$ cat config.mk
export PLATFORM = sky130hd
export DESIGN_NAME = hexscan_top
export DESIGN_NICKNAME = d
export VERILOG_FILES = /design/src/rtl/hexscan_pkg.sv /design/src/rtl/hexscan_divider.sv /design/src/rtl/hexscan_scan.sv /design/src/rtl/hexscan_digit.sv /design/src/rtl/hexscan_top.sv
export SDC_FILE = /design/constraint.sdc
export NUM_CORES = 1
export LEC_CHECK = 0
export ABC_AREA = 1
export CORE_MARGIN = 10
export CORE_UTILIZATION = 50
export CTS_BUF_LIST = sky130_fd_sc_hd__clkbuf_8
export DETAILED_ROUTE_END_ITERATION = 8
export GPL_ROUTABILITY_DRIVEN = 0
export PLACE_DENSITY = 0.76
export SETUP_SLACK_MARGIN = 0.05
export SLEW_MARGIN = 20
export SYNTH_ARGS = -nofsm -noshare
export SYNTH_HDL_FRONTEND = slang
export SYNTH_HIERARCHICAL = 1
export SYNTH_SLANG_ARGS = --single-unit
$ cat constraint.sdc
create_clock -name clk_master -period 1.9 [get_ports clk_master]
set_input_delay 0.285 -clock clk_master [delete_from_list [all_inputs] [get_ports clk_master]]
set_output_delay 0.285 -clock clk_master [all_outputs]
set_load 0.02 [all_outputs]
$ cat src/rtl/hexscan_pkg.sv
package hexscan_pkg;
  localparam int DIGITS = 4;
  localparam int NIB_W  = 4;
  localparam int VAL_W  = DIGITS * NIB_W;
  localparam int IDX_W  = $clog2(DIGITS);
  localparam int SEG_W  = 7;
  localparam logic [SEG_W-1:0] SEG_DARK = '1;

  // Active-low segment pattern, bit 6 = a ... bit 0 = g.
  function automatic logic [SEG_W-1:0] nib_to_seg_n(input logic [NIB_W-1:0] n);
    logic [SEG_W-1:0] s;
    unique case (n)
      4'h0: s = 7'h01;
      4'h1: s = 7'h4F;
      4'h2: s = 7'h12;
      4'h3: s = 7'h06;
      4'h4: s = 7'h4C;
      4'h5: s = 7'h24;
      4'h6: s = 7'h20;
      4'h7: s = 7'h0F;
      4'h8: s = 7'h00;
      4'h9: s = 7'h04;
      4'hA: s = 7'h08;
      4'hB: s = 7'h60;
      4'hC: s = 7'h31;
      4'hD: s = 7'h42;
      4'hE: s = 7'h30;
      default: s = 7'h38;
    endcase
    return s;
  endfunction

  // One bit per digit: set where the digit is a leading zero to blank.
  function automatic logic [DIGITS-1:0] lead_blank(input logic [VAL_W-1:0] v,
                                                    input logic en);
    logic [DIGITS-1:0] m;
    logic still_zero;
    m = '0;
    still_zero = en;
    for (int i = DIGITS - 1; i > 0; i--) begin
      still_zero = still_zero && (v[i*NIB_W +: NIB_W] == '0);
      m[i] = still_zero;
    end
    return m;
  endfunction
endpackage

$ cat src/rtl/hexscan_divider.sv
module hexscan_divider #(
  parameter int CNT_W = 24,
  parameter int TAP   = 17
) (
  input  logic clk,
  input  logic clr,
  output logic step
);
  logic [CNT_W-1:0] cnt;

  always_ff @(posedge clk or posedge clr) begin
    if (clr) cnt <= '0;
    else     cnt <= cnt + 1'b1;
  end

  // step is high in the cycle just before bit TAP rises.
  generate
    if (TAP == 0) begin : g_tap0
      assign step = ~cnt[0];
    end else begin : g_tapn
      assign step = ~cnt[TAP] & (&cnt[TAP-1:0]);
    end
  endgenerate

  a_r2_tap_rises: assert property (@(posedge clk) disable iff (clr)
    step |=> cnt[TAP]);
  a_r2_counter_wraps: assert property (@(posedge clk) disable iff (clr)
    (cnt == '1) |=> (cnt == '0));
endmodule

$ cat src/rtl/hexscan_scan.sv
module hexscan_scan
  import hexscan_pkg::*;
(
  input  logic             clk,
  input  logic             clr,
  input  logic             step,
  output logic [IDX_W-1:0] idx
);
  always_ff @(posedge clk or posedge clr) begin
    if (clr)       idx <= '0;
    else if (step) idx <= idx + 1'b1;
  end

  a_r2_advance: assert property (@(posedge clk) disable iff (clr)
    step |=> (idx == $past(idx) + 1'b1));
  a_r2_hold: assert property (@(posedge clk) disable iff (clr)
    !step |=> $stable(idx));
endmodule

$ cat src/rtl/hexscan_digit.sv
module hexscan_digit
  import hexscan_pkg::*;
(
  input  logic [IDX_W-1:0]  idx,
  input  logic [VAL_W-1:0]  value,
  input  logic [DIGITS-1:0] blank_mask,
  output logic [SEG_W-1:0]  seg_n,
  output logic [DIGITS-1:0] an_n
);
  logic [NIB_W-1:0] nib;

  assign nib = value[idx*NIB_W +: NIB_W];

  always_comb begin
    an_n = '1;
    an_n[idx] = 1'b0;
    seg_n = blank_mask[idx] ? SEG_DARK : nib_to_seg_n(nib);
  end
endmodule

$ cat src/rtl/hexscan_top.sv
module hexscan_top
  import hexscan_pkg::*;
#(
  parameter int CNT_W = 24,
  parameter int TAP   = 17
) (
  input  logic             clk_master,
  input  logic             clr,
  input  logic [VAL_W-1:0] value,
  input  logic             blank_en,
  output logic [SEG_W-1:0] seg_n,
  output logic [DIGITS-1:0] an_n,
  output logic             dp_n
);
  logic             scan_step;
  logic [IDX_W-1:0] digit_idx;
  logic [DIGITS-1:0] blank_mask;

  hexscan_divider #(.CNT_W(CNT_W), .TAP(TAP)) u_div (
    .clk(clk_master), .clr(clr), .step(scan_step));

  hexscan_scan u_scan (
    .clk(clk_master), .clr(clr), .step(scan_step), .idx(digit_idx));

  assign blank_mask = lead_blank(value, blank_en);

  hexscan_digit u_digit (
    .idx(digit_idx), .value(value), .blank_mask(blank_mask),
    .seg_n(seg_n), .an_n(an_n));

  assign dp_n = 1'b1;

  a_r3_one_anode: assert property (@(posedge clk_master) disable iff (clr)
    $countones(~an_n) == 1);
  a_r6_dark_needs_enable: assert property (@(posedge clk_master) disable iff (clr)
    (seg_n == SEG_DARK) |-> blank_en);
  a_r8_digit0_lit: assert property (@(posedge clk_master) disable iff (clr)
    !an_n[0] |-> (seg_n != SEG_DARK));
endmodule

### Word level (Yosys, flattened, before mapping)

Memories as Yosys holds them, arrays and structs flattened.
Index checks and enable logic that the tools add are counted.

| word-level totals | value |
|---|---|
| register bits | 26 |
| bits in latches | 0 |
| bits in writable memories | 0 |
| ROM bits | 112 |
| bits of input ports | 19 |
| output and inout bits | 12 |
| word-level logic and storage cells | 24 |
| memories | 1 |

| operators by class | value |
|---|---|
| $add $sub $neg | 2 |
| $mul | 0 |
| divide/modulo/power cells | 0 |
| magnitude comparators | 2 |
| eq/ne operators | 0 |
| shift operators | 1 |
| mux-type cells | 5 |
| bitwise gates (word level) | 3 |
| reduce and logical (&&, ||, !) cells | 8 |

Memories:

| memory | depth | bits a word | rd ports | clocked after memory_dff | wr ports | RTL line | text |
|---|---|---|---|---|---|---|---|
| (no name shown) | 16 | 7 | 1 | 0 | 0 | hexscan_pkg.sv:12 | `unique case (n)` |

Operator list:

| operator | count |
|---|---|
| adder 24 x 1 -> 24 bit, second input constant | 1 |
| AND reduction 17 bit | 1 |
| indexed part select 16 x 5 -> 4 bit | 1 |
| logical NOT 4 bit | 3 |
| two-way mux 7 bit | 1 |
| logical AND 1 bit | 4 |
| NOT 4 bit | 1 |
| less-than comparator 2 x 3 -> 1 bit, second input constant | 1 |
| adder 2 x 1 -> 2 bit, second input constant | 1 |
| binary-select mux 1 bit (select 2 bit) | 1 |
| demux 1 bit (select 2 bit) | 1 |
| greater-or-equal comparator 2 x 1 -> 1 bit, second input constant | 1 |
| two-way mux 1 bit | 2 |
| bitwise AND 1 bit | 1 |
| NOT 1 bit | 1 |

### Longest topological paths before layout

| depth | value |
|---|---|
| word-level depth | 7 |
| mapped depth | 13 |
| depth with buffers taken out | 12 |

### Hierarchy

Netlist, hierarchy kept.

Modules (own cells, without submodules):

| module | times used | cells each | area each (µm²) | sequential area each (µm²) |
|---|---|---|---|---|
| hexscan_divider | 1 | 96 | 864.6 | 450.4 |
| hexscan_digit | 1 | 122 | 689.4 | 0.0 |
| hexscan_scan | 1 | 11 | 87.6 | 50.0 |
| hexscan_top | 1 | 15 | 67.6 | 0.0 |

### Least setup slack after synthesis

No wires, ideal clock.

| timing path | value |
|---|---|
| path kind | reg-to-output |
| start | reg u_scan.idx[1] |
| end | out seg_n[6] |
| arrival time | 1.663 ns |
| data required time | 1.615 ns |
| path slack | -0.048 ns |
| cell stages (with the launch flop) | 12 |
| path buffers | 0 |
| cell sequence | dfrtp_1 > nand2_1 > inv_1 > nand2_1 > nand2_1 > nor2_4 > inv_1 > ha_1 > inv_1 > nand3_1 > nand3_1 > nand3_1 |

| between the ends | value |
|---|---|
| word-level cells in the longest chain between the ends | 3 |
| elaborated cells on any way between the ends | 5 |
| those cells by class | shift (1); mux (3); memory (1) |

Ends and longest elaborated chain:

| element | RTL line | text |
|---|---|---|
| start: declaration | hexscan_scan.sv:7 | `output logic [IDX_W-1:0] idx` |
| start signal: assignment | hexscan_scan.sv:11 | `else if (step) idx <= idx + 1'b1;` |
| indexed part select 16 x 5 -> 4 bit or binary-select mux 1 bit (select 2 bit) (tied branches) | hexscan_digit.sv:12, hexscan_digit.sv:17 |  |
| memory read (16 x 7 bit) or two-way mux 1 bit (tied branches) | -- |  |
| two-way mux 7 bit (*) | hexscan_digit.sv:17 | `seg_n = blank_mask[idx] ? SEG_DARK : nib_to_seg_n(nib);` |
| end: declaration | hexscan_top.sv:11 | `output logic [SEG_W-1:0] seg_n,` |

Mark *: on every way between the ends. The rest lies on a longest branch, timed or not. The select of a mux whose other input is x is not followed.

### Worst setup path in the final report

| timing path | value |
|---|---|
| start | reg u_scan.idx[0] |
| end | out seg_n[3] |

Same word-level chain as after synthesis.

==> results.md <==
- CP startpoint kind: register
- Critical Path Sink: seg_n[3]
- Sequential cell area fraction in the yosys report: 0.2928
- Hold slack: 0.2145 ns
- Gr usage total: 0.1282
- Max VDD drop: 0.0004373 V
- Asr flop ratio synth: 1.000
- Synth Warn #: 6
- Clock Skew: 0.004895 ns
- Failing checks: negative setup slack
- Mapped Avg Cell Area: 7.005 µm²
- Post-route DRC: 0
- Routed vias: 1708
- Syn Inst Count: 244
- Synth Area in Adders: 0.05857
- Most frequent cell after synthesis: nand2_1
- Initial antenna violation count: 0
- CTS sink cnt: 20
- Post-Syn Area: 0.001709 mm²
- Final worst slack: -0.3051 ns
- Worst min path class: input pin to asynchronous set/reset pin
- Post-synth top cells: 81 x nand2_1, 28 x nand3_1, 25 x inv_1
- CP Capture Type: output port
- Simple-gate share of the synthesized area: 0.4949
- Reg2reg setup slack: 0.23 ns
- Clock period minus worst slack: 2.205 ns
- Max-cap violations: 0
- Fmax: 453.5 MHz
- RSZ-0062 raised after global routing: yes
- Root buf cell: clkbuf_8
- DIE WIDTH: 78.47 µm
- Via density per instance: 4.894
- WL/cell: 12.65 µm
- Critical Path Start: u_scan/idx[0]$_DFFE_PP0P_
- Worst skew pair latency: 0.26 ns
- Core area: 0.003311 mm²
- Synth Area in XOR/XNOR: 0.05124
- Die height: 78.47 µm
- Largest cells by area after synthesis: dfrtp_1 29%, nand2_1 18%, nand3_1 8.2%, ha_1 5.9%, inv_1 5.5%
- IO Count: 31
- Yosys top cell area share: 0.2928
- Clock transition at the registers of the reported paths: 0.06 ns
- NumNets Final: 331
- Global-route wire length before repair: 6.775 mm
- Cell variety after synth: 24
- EDFF count, synth: 0
- Crit path kind: register to output port
- PwrDens: 400.7 mW/mm²
- Final setup violation count: 7
- Final Max Slew Viols: 0
- Share of cells above drive strength 1: 0.3366
- Post-synthesis mux area share: 0
- DRT Pass-1 Iters: 5
- CTS Buf Count: 3
- Drt initial violations: 86
- Std-Cell Rows: 21
- Antenna viol nets, final: 0
- R2r worst-path depth: 11
- Post-DP HPWL: 3.069 mm
- Fin crit share: 1.161
- Max FO, Critical Path: 6
- R2R Path Start: u_div/cnt[0]$_DFF_PP0_
- Critical Path AT: 1.92 ns
- Largest net degree at the start of global routing: 19
- Total power: 0.9647 mW
- Initial core utilization: 0.5163
- CTS tree: built
- Ant diodes: 0
- Post-synthesis compound-gate area fraction: 0.01025
- Largest family of logic cells by synthesized area: simple AND/OR/NAND/NOR gates
- Status: finished, violations left
- Critical Path RT: 1.62 ns
- Top_reg_cell synth: dfrtp_1
- #FFs+latches synth: 20
- Layout area overhead: 40.85%
- Final wirelength: 4.415 mm
- FF-to-FF End: u_scan/idx[1]$_DFFE_PP0P_
- LEAKAGE: 1.189 nW
- Vias in the first global route: 1626
- Die area: 0.006157 mm²
- Fin. Hold Viols: 0
- Clock Path Buffers: 2
- Syn Nets: 271
- H-tree Lvls: 1
- Largest area contributor in the netlist: dfrtp_1
- I/O Buffers: 29
- Grt total ovfl: 0
[per-layer routing]
| layer | wire length, µm | global-route usage | vias up |
|---|---|---|---|
| li1 | - | - | 872 |
| met1 | 1868 | 0.1477 | 784 |
| met2 | 2287 | 0.2377 | 43 |
| met3 | 182 | 0.02164 | 9 |
| met4 | 78 | 0.03226 | 0 |
| met5 | 0 | 0 | - |
[critical path, cell delays in order, from the launching register on]
cell	delay [ns]
dfrtp_2	0.46
buf_6	0.14
nand3_2	0.07
nand2_2	0.07
nor2_4	0.23
inv_4	0.08
ha_4	0.17
nand2_2	0.09
nand2_1	0.06
nand2_1	0.08
nand3_2	0.07
buf_6	0.14
[flip-flops by register name (all words and copies together), names as in the netlist]
signal and count:
u_div/cnt 18, u_scan/idx 2
[cells by family (layout without fill, tap and decap cells)]
| family | Yosys count | in the layout |
|---|---|---|
| buf+inv | 33 | 92 |
| other cells | 2 | 2 |
| flops | 20 | 20 |
| xor+xnor | 10 | 10 |
| compound gates | 3 | 3 |
| fa+ha+maj | 8 | 8 |
| simple gates | 168 | 168 |
[worst min-delay path by stage]
stage	end	slack (ns)
after floorplan	u_scan/idx[1]$_DFFE_PP0P_	0.03
after global placement	u_div/cnt[8]$_DFF_PP0_	0.46
after detailed placement	u_div/cnt[8]$_DFF_PP0_	0.46
after CTS	u_scan/idx[1]$_DFFE_PP0P_	0.21
after global routing	u_scan/idx[1]$_DFFE_PP0P_	0.24
final	u_scan/idx[0]$_DFFE_PP0P_	0.21
[repair_timing]
action	CTS	global route
setup buffers	5	1
endpoints found under the setup margin	10	10
gates cloned	0	0
pin swaps	6	8
hold buffers	0	0
gates resized for setup	57	18
[layout make-up]
class | instances | area [µm²]
clock buffer | 4 | 55.05
fill | 266 | 903.4
inverter | 29 | 113.9
multi-input combinational | 191 | 1156
sequential | 20 | 503.0
tap | 46 | 57.56
timing repair buffer | 59 | 521.8
[metrics by stage]
stage	instances	utilization	instance area (µm²)	TNS, ns	worst slack [ns]
final	349	0.7271	2407	-1.894	-0.3051
after global placement	339	0.6659	2205	-4.053	-0.6178
after floorplan	244	-	1718	0	0.05115
after global routing	349	0.7271	2407	-2.657	-0.4444
after CTS	348	0.7037	2330	-1.386	-0.2338
after detailed placement	339	0.6659	2205	-4.111	-0.6339
[where the power goes]
group	switching, mW	leakage [nW]	internal (mW)
clock	0.129	0.0288	0.184
combinational	0.118	0.899	0.108
sequential	0	0.262	0.426
[layout by cell type, fill, tap and decap left out, drive strengths merged, types with 3 or more instances in the layout]
cell,Yosys,layout
ha,8,8
nand2,97,97
xor2,4,4
clkbuf,0,5
xnor2,6,6
nand3,34,34
buf,4,38
clkdlybuf4s50,0,18
inv,29,29
nor2,32,32
dfrtp,20,20
nand4,3,3
(Power assumes the default switching activity.)
